===== src/rtl/rtc_evt_pkg.sv =====
package rtc_evt_pkg;

  // Strobes passed from the control half to the datapath half
  typedef struct packed {
    logic updEnd;   // last cycle of the update window
    logic rdClr;    // status byte being read this cycle
    logic xferEn;   // user copy may be refreshed
    logic uip;      // update in progress, visible value
  } ctlStrobe_t;

  // Status byte bit positions
  localparam int ST_SUM  = 7;
  localparam int ST_PER  = 6;
  localparam int ST_ALM  = 5;
  localparam int ST_UPD  = 4;
  localparam int ST_OSC  = 2;

  // Control byte bit positions
  localparam int CB_INH  = 7;
  localparam int CB_PIE  = 6;
  localparam int CB_AIE  = 5;
  localparam int CB_UIE  = 4;

endpackage


===== src/rtl/rtc_alarm_cmp.sv =====
module rtc_alarm_cmp #(
  parameter int TIME_W     = 8,
  parameter int NUM_FIELDS = 3
) (
  input  logic [NUM_FIELDS-1:0][TIME_W-1:0] timeVec,
  input  logic [NUM_FIELDS-1:0][TIME_W-1:0] almVec,
  output logic                              hit
);

  logic [NUM_FIELDS-1:0] dontCare;
  logic [NUM_FIELDS-1:0] fieldOk;

  for (genvar f = 0; f < NUM_FIELDS; f++) begin : g_fld
    // both top bits set marks the byte as excluded from the compare
    assign dontCare[f] = &almVec[f][TIME_W-1 -: 2];
    assign fieldOk[f]  = dontCare[f] | (almVec[f] == timeVec[f]);
  end

  assign hit = &fieldOk;

endmodule


===== src/rtl/rtc_evt_ctrl.sv =====
module rtc_evt_ctrl
  import rtc_evt_pkg::*;
#(
  parameter int LEAD_CYC = 4
) (
  input  logic       clk,
  input  logic       rstN,
  input  logic       secPulse,
  input  logic       statusRd,
  input  logic       xferInhibit,
  output ctlStrobe_t ctl
);

  localparam int             CNT_W = $clog2(LEAD_CYC + 1);
  localparam [CNT_W-1:0]     LAST  = CNT_W'(LEAD_CYC - 1);

  logic             busy;
  logic [CNT_W-1:0] leadCnt;
  logic             endNow;

  assign endNow = busy && (leadCnt == LAST);

  always_ff @(posedge clk) begin
    if (!rstN) begin
      busy    <= 1'b0;
      leadCnt <= '0;
    end else if (!busy) begin
      if (secPulse) begin
        busy    <= 1'b1;
        leadCnt <= '0;
      end
    end else if (endNow) begin
      busy    <= 1'b0;
      leadCnt <= '0;
    end else begin
      leadCnt <= leadCnt + 1'b1;
    end
  end

  always_comb begin
    ctl.updEnd = endNow;
    ctl.rdClr  = statusRd;
    ctl.xferEn = ~xferInhibit;
    ctl.uip    = busy & ~xferInhibit;
  end

endmodule


===== src/rtl/rtc_evt_dp.sv =====
module rtc_evt_dp
  import rtc_evt_pkg::*;
#(
  parameter int TIME_W     = 8,
  parameter int NUM_FIELDS = 3
) (
  input  logic                              clk,
  input  logic                              rstN,
  input  ctlStrobe_t                        ctl,
  input  logic                              periodicTick,
  input  logic                              almHit,
  input  logic [NUM_FIELDS-1:0][TIME_W-1:0] timeVec,
  input  logic                              perEn,
  input  logic                              almEn,
  input  logic                              updEn,
  input  logic                              osc32En,
  output logic [7:0]                        statusByte,
  output logic                              intDriveLow,
  output logic [NUM_FIELDS-1:0][TIME_W-1:0] userVec
);

  logic perQ, almQ, updQ, sumQ;
  logic perN, almN, updN, sumN;
  logic reqN;

  // Read clears first; an event in the same cycle then sets again
  always_comb begin
    perN = ctl.rdClr ? 1'b0 : perQ;
    almN = ctl.rdClr ? 1'b0 : almQ;
    updN = ctl.rdClr ? 1'b0 : updQ;
    if (periodicTick)           perN = 1'b1;
    if (ctl.updEnd && almHit)   almN = 1'b1;
    if (ctl.updEnd)             updN = 1'b1;
    reqN = (perN & perEn) | (almN & almEn) | (updN & updEn & ctl.xferEn);
    sumN = (ctl.rdClr ? 1'b0 : sumQ) | reqN;
  end

  always_ff @(posedge clk) begin
    if (!rstN) begin
      perQ <= 1'b0;
      almQ <= 1'b0;
      updQ <= 1'b0;
      sumQ <= 1'b0;
    end else begin
      perQ <= perN;
      almQ <= almN;
      updQ <= updN;
      sumQ <= sumN;
    end
  end

  always_ff @(posedge clk) begin
    if (!rstN) begin
      userVec <= '0;
    end else if (ctl.updEnd && ctl.xferEn) begin
      userVec <= timeVec;
    end
  end

  always_comb begin
    statusByte         = 8'h00;
    statusByte[ST_SUM] = sumQ;
    statusByte[ST_PER] = perQ;
    statusByte[ST_ALM] = almQ;
    statusByte[ST_UPD] = updQ;
    statusByte[ST_OSC] = osc32En;
  end

  assign intDriveLow = sumQ;

endmodule


===== src/rtl/rtc_evt_irq.sv =====
module rtc_evt_irq
  import rtc_evt_pkg::*;
#(
  parameter int LEAD_CYC = 4,
  parameter int TIME_W   = 8
) (
  input  logic              clk,
  input  logic              rstN,
  input  logic              secPulse,
  input  logic              periodicTick,
  input  logic [TIME_W-1:0] hourNow,
  input  logic [TIME_W-1:0] minNow,
  input  logic [TIME_W-1:0] secNow,
  input  logic [TIME_W-1:0] hourAlm,
  input  logic [TIME_W-1:0] minAlm,
  input  logic [TIME_W-1:0] secAlm,
  input  logic [7:0]        ctrlByte,
  input  logic              osc32En,
  input  logic              statusRd,
  output logic [7:0]        statusByte,
  output logic              intDriveLow,
  output logic              uipFlag,
  output logic [TIME_W-1:0] hourUser,
  output logic [TIME_W-1:0] minUser,
  output logic [TIME_W-1:0] secUser
);

  localparam int NUM_FIELDS = 3;

  ctlStrobe_t                        ctlBus;
  logic [NUM_FIELDS-1:0][TIME_W-1:0] timeVec;
  logic [NUM_FIELDS-1:0][TIME_W-1:0] almVec;
  logic [NUM_FIELDS-1:0][TIME_W-1:0] userVec;
  logic                              almHit;

  assign timeVec = {hourNow, minNow, secNow};
  assign almVec  = {hourAlm, minAlm, secAlm};

  rtc_evt_ctrl #(.LEAD_CYC(LEAD_CYC)) ctrl_i (
    .clk         (clk),
    .rstN        (rstN),
    .secPulse    (secPulse),
    .statusRd    (statusRd),
    .xferInhibit (ctrlByte[CB_INH]),
    .ctl         (ctlBus)
  );

  rtc_alarm_cmp #(.TIME_W(TIME_W), .NUM_FIELDS(NUM_FIELDS)) cmp_i (
    .timeVec (timeVec),
    .almVec  (almVec),
    .hit     (almHit)
  );

  rtc_evt_dp #(.TIME_W(TIME_W), .NUM_FIELDS(NUM_FIELDS)) dp_i (
    .clk          (clk),
    .rstN         (rstN),
    .ctl          (ctlBus),
    .periodicTick (periodicTick),
    .almHit       (almHit),
    .timeVec      (timeVec),
    .perEn        (ctrlByte[CB_PIE]),
    .almEn        (ctrlByte[CB_AIE]),
    .updEn        (ctrlByte[CB_UIE]),
    .osc32En      (osc32En),
    .statusByte   (statusByte),
    .intDriveLow  (intDriveLow),
    .userVec      (userVec)
  );

  assign uipFlag  = ctlBus.uip;
  assign hourUser = userVec[2];
  assign minUser  = userVec[1];
  assign secUser  = userVec[0];

endmodule


===== config.mk =====
export PLATFORM = sky130hd
export DESIGN_NAME = rtc_evt_irq
export DESIGN_NICKNAME = d
export VERILOG_FILES = /design/src/rtl/rtc_evt_pkg.sv /design/src/rtl/rtc_alarm_cmp.sv /design/src/rtl/rtc_evt_ctrl.sv /design/src/rtl/rtc_evt_dp.sv /design/src/rtl/rtc_evt_irq.sv
export SDC_FILE = /design/constraint.sdc
export NUM_CORES = 1
export LEC_CHECK = 0
export BUFFER_PORTS_ARGS = -buffer_cell sky130_fd_sc_hd__buf_4
export CAP_MARGIN = 10
export CORE_ASPECT_RATIO = 1.1
export CORE_MARGIN = 3
export CORE_UTILIZATION = 39
export DETAILED_ROUTE_END_ITERATION = 8
export GPL_TIMING_DRIVEN = 0
export PLACE_DENSITY = 0.75
export SYNTH_ARGS = -nofsm -noshare
export SYNTH_HDL_FRONTEND = slang
export SYNTH_SLANG_ARGS = --single-unit

===== constraint.sdc =====
create_clock -name clk -period 1.45 [get_ports clk]
set_clock_uncertainty 0.1 [all_clocks]
set_input_delay 0.145 -clock clk [delete_from_list [all_inputs] [get_ports clk]]
set_output_delay 0.145 -clock clk [all_outputs]
set_load 0.05 [all_outputs]

==> results of run 1 <==
worst paths after layout:
kind,start,end,slack (ns)
max,ctrl_i.leadCnt[0]$_SDFFE_PN0P_,dp_i.intDriveLow$_SDFF_PN0_,0.002
min,secNow[0],dp_i.userVec[0]$_SDFFE_PN0P_,0.02
max reg2reg,ctrl_i.leadCnt[0]$_SDFFE_PN0P_,dp_i.intDriveLow$_SDFF_PN0_,0.002
min reg2reg,dp_i.userVec[4]$_SDFFE_PN0P_,dp_i.userVec[4]$_SDFFE_PN0P_,0.36
synthesized netlist by cell type (3+ instances only):
| cell type | instances |
|---|---|
| xnor2_1 | 24 |
| buf_4 | 8 |
| a21oi_1 | 3 |
| clkbuf_1 | 3 |
| nand2_1 | 56 |
| a21boi_2 | 20 |
| o21ai_0 | 5 |
| a21boi_0 | 4 |
| nor2b_1 | 4 |
| buf_6 | 3 |
| and2_1 | 3 |
| dfxtp_1 | 32 |
| nand4_1 | 6 |
power by group:
part	switching, mW	internal (mW)
clock	0.312	0.509
combinational	0.150	0.203
sequential	0.00926	0.889
layer usage:
metal	track usage [%]	vias to the layer above	wire length (um)
met1	17.2	693	1570
met2	26.5	55	1980
li1	-	817	-
met4	7.95	0	84
met3	6.12	7	421
met5	0	-	0
state kept, by name, summed over array words and instances (netlist names):
register and flops:
dp_i.updQ 1, ctrl_i.leadCnt 3, dp_i.almQ 1, dp_i.userVec 24
dp_i.perQ 1, dp_i.intDriveLow 1, ctrl_i.busy 1
area by class of cell:
| type | count | area [um2] |
|---|---|---|
| repair buffers | 91 | 686 |
| multi-input cells | 143 | 956 |
| well taps | 52 | 65.1 |
| inverters | 2 | 7.51 |
| plain buffers | 16 | 124 |
| clock inverters | 2 | 35.0 |
| clock buffers | 6 | 72.6 |
| flip-flops and latches | 32 | 644 |
| fillers | 368 | 1460 |
critical path, delay by kind of cell, from the launching register on:
| kind | cells | cell delay (ns) |
|---|---|---|
| fa+ha+maj | 1 | 0.16 |
| flops | 1 | 0.33 |
| simple gates | 2 | 0.28 |
| compound gates | 3 | 0.47 |
metrics by stage:
| stage | total power [mW] | instances |
|---|---|---|
| 5_1_grt | 2.17 | 344 |
| 2_1_floorplan | 1.09 | 193 |
| 6_report | 2.07 | 344 |
| 3_5_place_dp | 1.26 | 332 |
| 4_1_cts | 2.10 | 344 |
| 3_3_place_gp | 1.26 | 332 |
logic make-up (layout without fill, tap and decap cells):
| kind of cell | Yosys count | after routing | synth area share (%) |
|---|---|---|---|
| compound gates | 37 | 37 | 19.9 |
| xor+xnor | 24 | 24 | 12.5 |
| fa+ha+maj | 1 | 1 | 0.744 |
| buf+inv | 18 | 117 | 7.29 |
| flops | 32 | 32 | 38.1 |
| mux | 1 | 1 | 0.595 |
| other cells | 1 | 3 | 0.223 |
| simple gates | 77 | 77 | 20.7 |
what timing repair did:
item,in CTS,in global routing
endpoints found under the hold margin,1,0
hold buffers,1,0
buffers inserted,3,0
resized for setup,7,7
cloned,0,0
endpoints found under the setup margin,21,21
pin swaps,2,0
==> flow_metrics.tcl, run 1 <==
set metrics [dict create \
    async_reset_ff_share_pct 0 \
    whs_ns 0.0201 \
    synth_edf_count 0 \
    wire_per_inst_um 11.8 \
    initial_core_util_pct 41.5 \
    ios 96 \
    fin_ws_ns 0.00236 \
    final_cell_mix "buf_4, nand2_1, dfxtp_1, xnor2_1, a21boi_2" \
    grt_setup_unrepaired "yes" \
    hold_violations 0 \
    drt-vias-per-instance 4.57 \
    slowest_delay_ns 0.33 \
    final_cell_area_mm2 0.00259 \
    n_antenna_cell 0 \
    whs_path_depth 3 \
    htreeDepth 2 \
    syn_inst 191 \
    startpoint_type "flip-flop" \
    period_minus_slack_ns 1.45 \
    drt_wl_total_um 4060 \
    place_ws_ns -0.0936 \
    synth_top_cell_by_area "dfxtp_1" \
    path_cells "ha_4, and3b_2, a21o_1, a311o_1, nand2_1, a21oi_1" \
    syn-cell-area_mm2 0.00168 \
    worstSetupPathType "flip-flop to flip-flop" \
    cts_tree "done" \
    arrival_ns 1.51 \
    maxCapViolCount 0 \
    core_mm2 0.00405 \
    cts.sinks 32 \
    drive_gt1_share_pct 48.6 \
    placed_area_mm2 0.00241 \
    synth_cell_types 29 \
    dr.pass1.iters 4 \
    placementRows 24 \
    root_buffer "clkbuf_8" \
    numCtsBuffers 5 \
    antenna_found_initial 0 \
    ant_nets 0 \
    cts.path.max_buffers 2 \
    peakVddDrop_mv 0.748 \
    ys.flop_type "dfxtp_1" \
    first_iter_violations 56 \
    p_leak_nw 1.10 \
    hold_class "input port to flip-flop" \
    fin_nets 354 \
    post-route-util_pct 63.9 \
    drc_errors 0 \
    gp_congestion 0.689 \
    setup_viol 0 \
    rr_worst_depth 6 \
    clk_pin_slew_ns 0.06 \
    ys_warn_count 0 \
    grt_max_degree 11 \
    crit_required_ns 1.51 \
    status "complete, no violations" \
    slowest_stage "dfxtp_2" \
    synth_seq_cells 32 \
    track_usage_pct 15.8 \
    drv_slew 0 \
    synth.top_cell.area_share_pct 38.1 \
    die_area_mm2 0.00514 \
    vias 1572 \
    io_buffers 87 \
    fp.dieW_um 68.6 \
    clk_latency_ns 0.27 \
    fp.dieH_um 74.9 \
    grt_pass1_wl_um 6030 \
    grt_pass1_vias 1431 \
    synth_area_leaders "dfxtp_1, a21boi_2, nand2_1" \
    clock.fmax_mhz 691 \
    syn_to_final_growth_pct 54.0 \
    gr-total-overflow 0 \
    path_max_fanout 4 \
    end_kind "flip-flop" \
    fin_crit_sh_pct 99.8 \
    tns_ns 0 \
    synth-seq-area-share_pct 38.1 \
    avgSynthCellArea_um2 8.80 \
    layout_commonest_cell "buf_4" \
    powerDensity_mw_per_mm2 800 \
    dp_hpwl_um 3290 \
]
No activity file was read; power rests on OpenSTA's default activity.
==> run 2: changes to the inputs <==
--- a/config.mk
+++ b/config.mk
@@ -5,6 +5,7 @@
 export SDC_FILE = /design/constraint.sdc
 export NUM_CORES = 1
 export LEC_CHECK = 0
+export ABC_AREA = 1
 export BUFFER_PORTS_ARGS = -buffer_cell sky130_fd_sc_hd__buf_4
 export CAP_MARGIN = 10
 export CORE_ASPECT_RATIO = 1.1
@@ -12,7 +13,7 @@
 export CORE_UTILIZATION = 39
 export DETAILED_ROUTE_END_ITERATION = 8
 export GPL_TIMING_DRIVEN = 0
-export PLACE_DENSITY = 0.75
+export PLACE_DENSITY = 0.76
 export SYNTH_ARGS = -nofsm -noshare
 export SYNTH_HDL_FRONTEND = slang
 export SYNTH_SLANG_ARGS = --single-unit
==> flow_metrics.tcl, run 2 <==
set metrics [dict create \
    fin_crit_sh_pct 107 \
    top_register "dp_i.userVec" \
    antenna_found_initial 0 \
    p_leak_nw 1.32 \
    clk_pin_slew_ns 0.07 \
    ios 96 \
    fin_nets 396 \
    die_area_mm2 0.00492 \
    drt-vias-per-instance 4.56 \
    initial_core_util_pct 42.3 \
    first_iter_violations 42 \
    avgSynthCellArea_um2 7.23 \
    synth_area_leaders "dfxtp_1, nor2_1, xnor2_1" \
    drive_gt1_share_pct 41.7 \
    violations "hold timing, setup timing" \
    fin_ws_ns -0.0946 \
    maxCapViolCount 0 \
    setup_viol 23 \
    track_usage_pct 19.3 \
    n_antenna_cell 0 \
    layout_commonest_cell "buf_4" \
    synth_cell_types 20 \
    status "complete, but fails checks" \
    peakVddDrop_mv 0.544 \
    gp_congestion 0.716 \
    grt_max_degree 11 \
    whs_ns -0.00604 \
    syn_inst 222 \
    placementRows 23 \
    seqCellArea_um2 643 \
    synth.top_cell.area_share_pct 39.9 \
    tightestPinTransition_ns 0.503 \
    hold_violations 2 \
    arrival_ns 1.62 \
    fillers 336 \
    root_buffer "clkbuf_8" \
    multiInputGateArea_um2 865 \
    powerDensity_mw_per_mm2 767 \
    synth-seq-area-share_pct 39.9 \
    core_mm2 0.00380 \
    ys_top_cells_by_count "nor2_1, nand2_1, dfxtp_1" \
    drc_errors 0 \
    crit_required_ns 1.53 \
    synth_top_cell_by_area "dfxtp_1" \
    grt_pass1_wl_um 7280 \
    cts.path.max_buffers 2 \
    async_reset_ff_share_pct 0 \
    vias 1747 \
    path_max_fanout 10 \
    reg_top3 "dp_i.userVec x24, ctrl_i.leadCnt x3" \
    ys.flop_type "dfxtp_1" \
    dr.pass1.iters 4 \
    htreeDepth 2 \
    placed_cells 360 \
    synth_seq_cells 32 \
    wire_per_inst_um 12.1 \
    drt_wl_total_um 4620 \
    final_cells 383 \
    fp.dieH_um 73.3 \
    syn_to_final_growth_pct 65.7 \
    ys_warn_count 0 \
    largest_register_ffs 24 \
    worstSetupPathType "flip-flop to flip-flop" \
    drv_slew 0 \
    hold_class "input port to flip-flop" \
    end_kind "flip-flop" \
    ant_nets 0 \
    gr-total-overflow 0 \
    startpoint_type "flip-flop" \
    grt_pass1_vias 1740 \
    fp.dieW_um 67.2 \
    syn-cell-area_mm2 0.00161 \
    period_minus_slack_ns 1.54 \
    maxSlewHeadroom_pct 66.4 \
    numCtsBuffers 5 \
    clock.fmax_mhz 647 \
    dp_hpwl_um 3460 \
    cts_tree "done" \
    synth_edf_count 0 \
    final_cell_mix "buf_4, nor2_1, nand2_1, dfxtp_1" \
    cts.sinks 32 \
    clk_latency_ns 0.28 \
    io_buffers 86 \
    grt_setup_unrepaired "yes" \
    synth_most_common_cell "nor2_1" \
]
==> run 2: changes by cell type in the layout (fill, tap and decap cells not counted), sizes merged, moves of 6 or more <==
cell	change
dlygate4sd3	+8
nand2	-16
o21ai	+22
a21boi	-24
nand4	-6
nor2	+55
inv	+15
==> run 2: what timing repair did <==
| item | 4_1_cts | 5_1_grt |
|---|---|---|
| setup endpoints to repair | 25 | 26 |
| pin swaps | 2 | 8 |
| hold endpoints to repair | 10 | 0 |
| setup buffers | 4 | 3 |
| resized for setup | 7 | 24 |
| hold buffers | 10 | 0 |
==> run 2: path summary, 6_finish.rpt <==
path / slack [ns] / cells past startpoint / startpoint / end
max reg2reg: -0.09 / 11 / ctrl_i.leadCnt[0]$_SDFFE_PN0P_ / dp_i.userVec[1]$_SDFFE_PN0P_
min reg2reg: 0.37 / 2 / ctrl_i.leadCnt[2]$_SDFFE_PN0P_ / ctrl_i.leadCnt[2]$_SDFFE_PN0P_
min: -0.006 / 3 / hourNow[2] / dp_i.userVec[18]$_SDFFE_PN0P_
max: -0.09 / 11 / ctrl_i.leadCnt[0]$_SDFFE_PN0P_ / dp_i.userVec[1]$_SDFFE_PN0P_
==> run 2: where the power goes <==
group | leakage (nW) | internal [mW] | switching (mW)
clock | 0.0503 | 0.422 | 0.321
sequential | 0.260 | 0.891 | 0.0101
combinational | 1.01 | 0.212 | 0.183
total | 1.32 | 1.53 | 0.514
==> run 2: critical path, cell delays in order (launching register included) <==
cell	delay, ns
dfxtp_2	0.35
ha_4	0.13
inv_2	0.04
nor2_2	0.08
inv_2	0.06
nor2_4	0.10
inv_4	0.06
nor2_8	0.15
inv_4	0.07
buf_8	0.15
nor2_2	0.09
nor2_1	0.05
==> run 2: per-layer routing <==
layer	GRT usage [%]	up-vias	routed length, um
li1	-	898	-
met1	20.6	779	1790
met2	33.5	63	2290
met3	8.10	7	482
met4	7.43	0	62
met5	0	-	0
==> run 2: stage by stage <==
stage / TNS [ns] / util (%) / worst slack, ns / power, mW / instance area (um2)
2_1_floorplan: -0.00269 / - / -0.00269 / 1.10 / 1620
3_3_place_gp: -2.31 / 61.3 / -0.127 / 1.27 / 2330
3_5_place_dp: -3.10 / 61.3 / -0.181 / 1.28 / 2330
4_1_cts: -2.64 / 67.6 / -0.122 / 2.04 / 2570
5_1_grt: -4.29 / 70.0 / -0.211 / 2.12 / 2660
6_report: -1.56 / 70.0 / -0.0946 / 2.04 / 2660
==> run 2: layout make-up <==
class	count	share of cell area [%]
Clock buffer	7	3.62
Inverter	17	2.59
Timing Repair Buffer	102	30.0
Multi-Input combinational cell	160	32.5
Sequential cell	32	24.2
Buffer	15	4.80
Tap cell	50	2.35
==> run 2: cells by family after synthesis <==
kind of cell / Yosys count / share of synthesized area, %
compound gates: 35 / 11.1
xor+xnor: 21 / 11.5
fa+ha+maj: 1 / 0.779
buf+inv: 32 / 11.2
flops: 32 / 39.9
other cells: 1 / 0.234
simple gates: 100 / 25.3
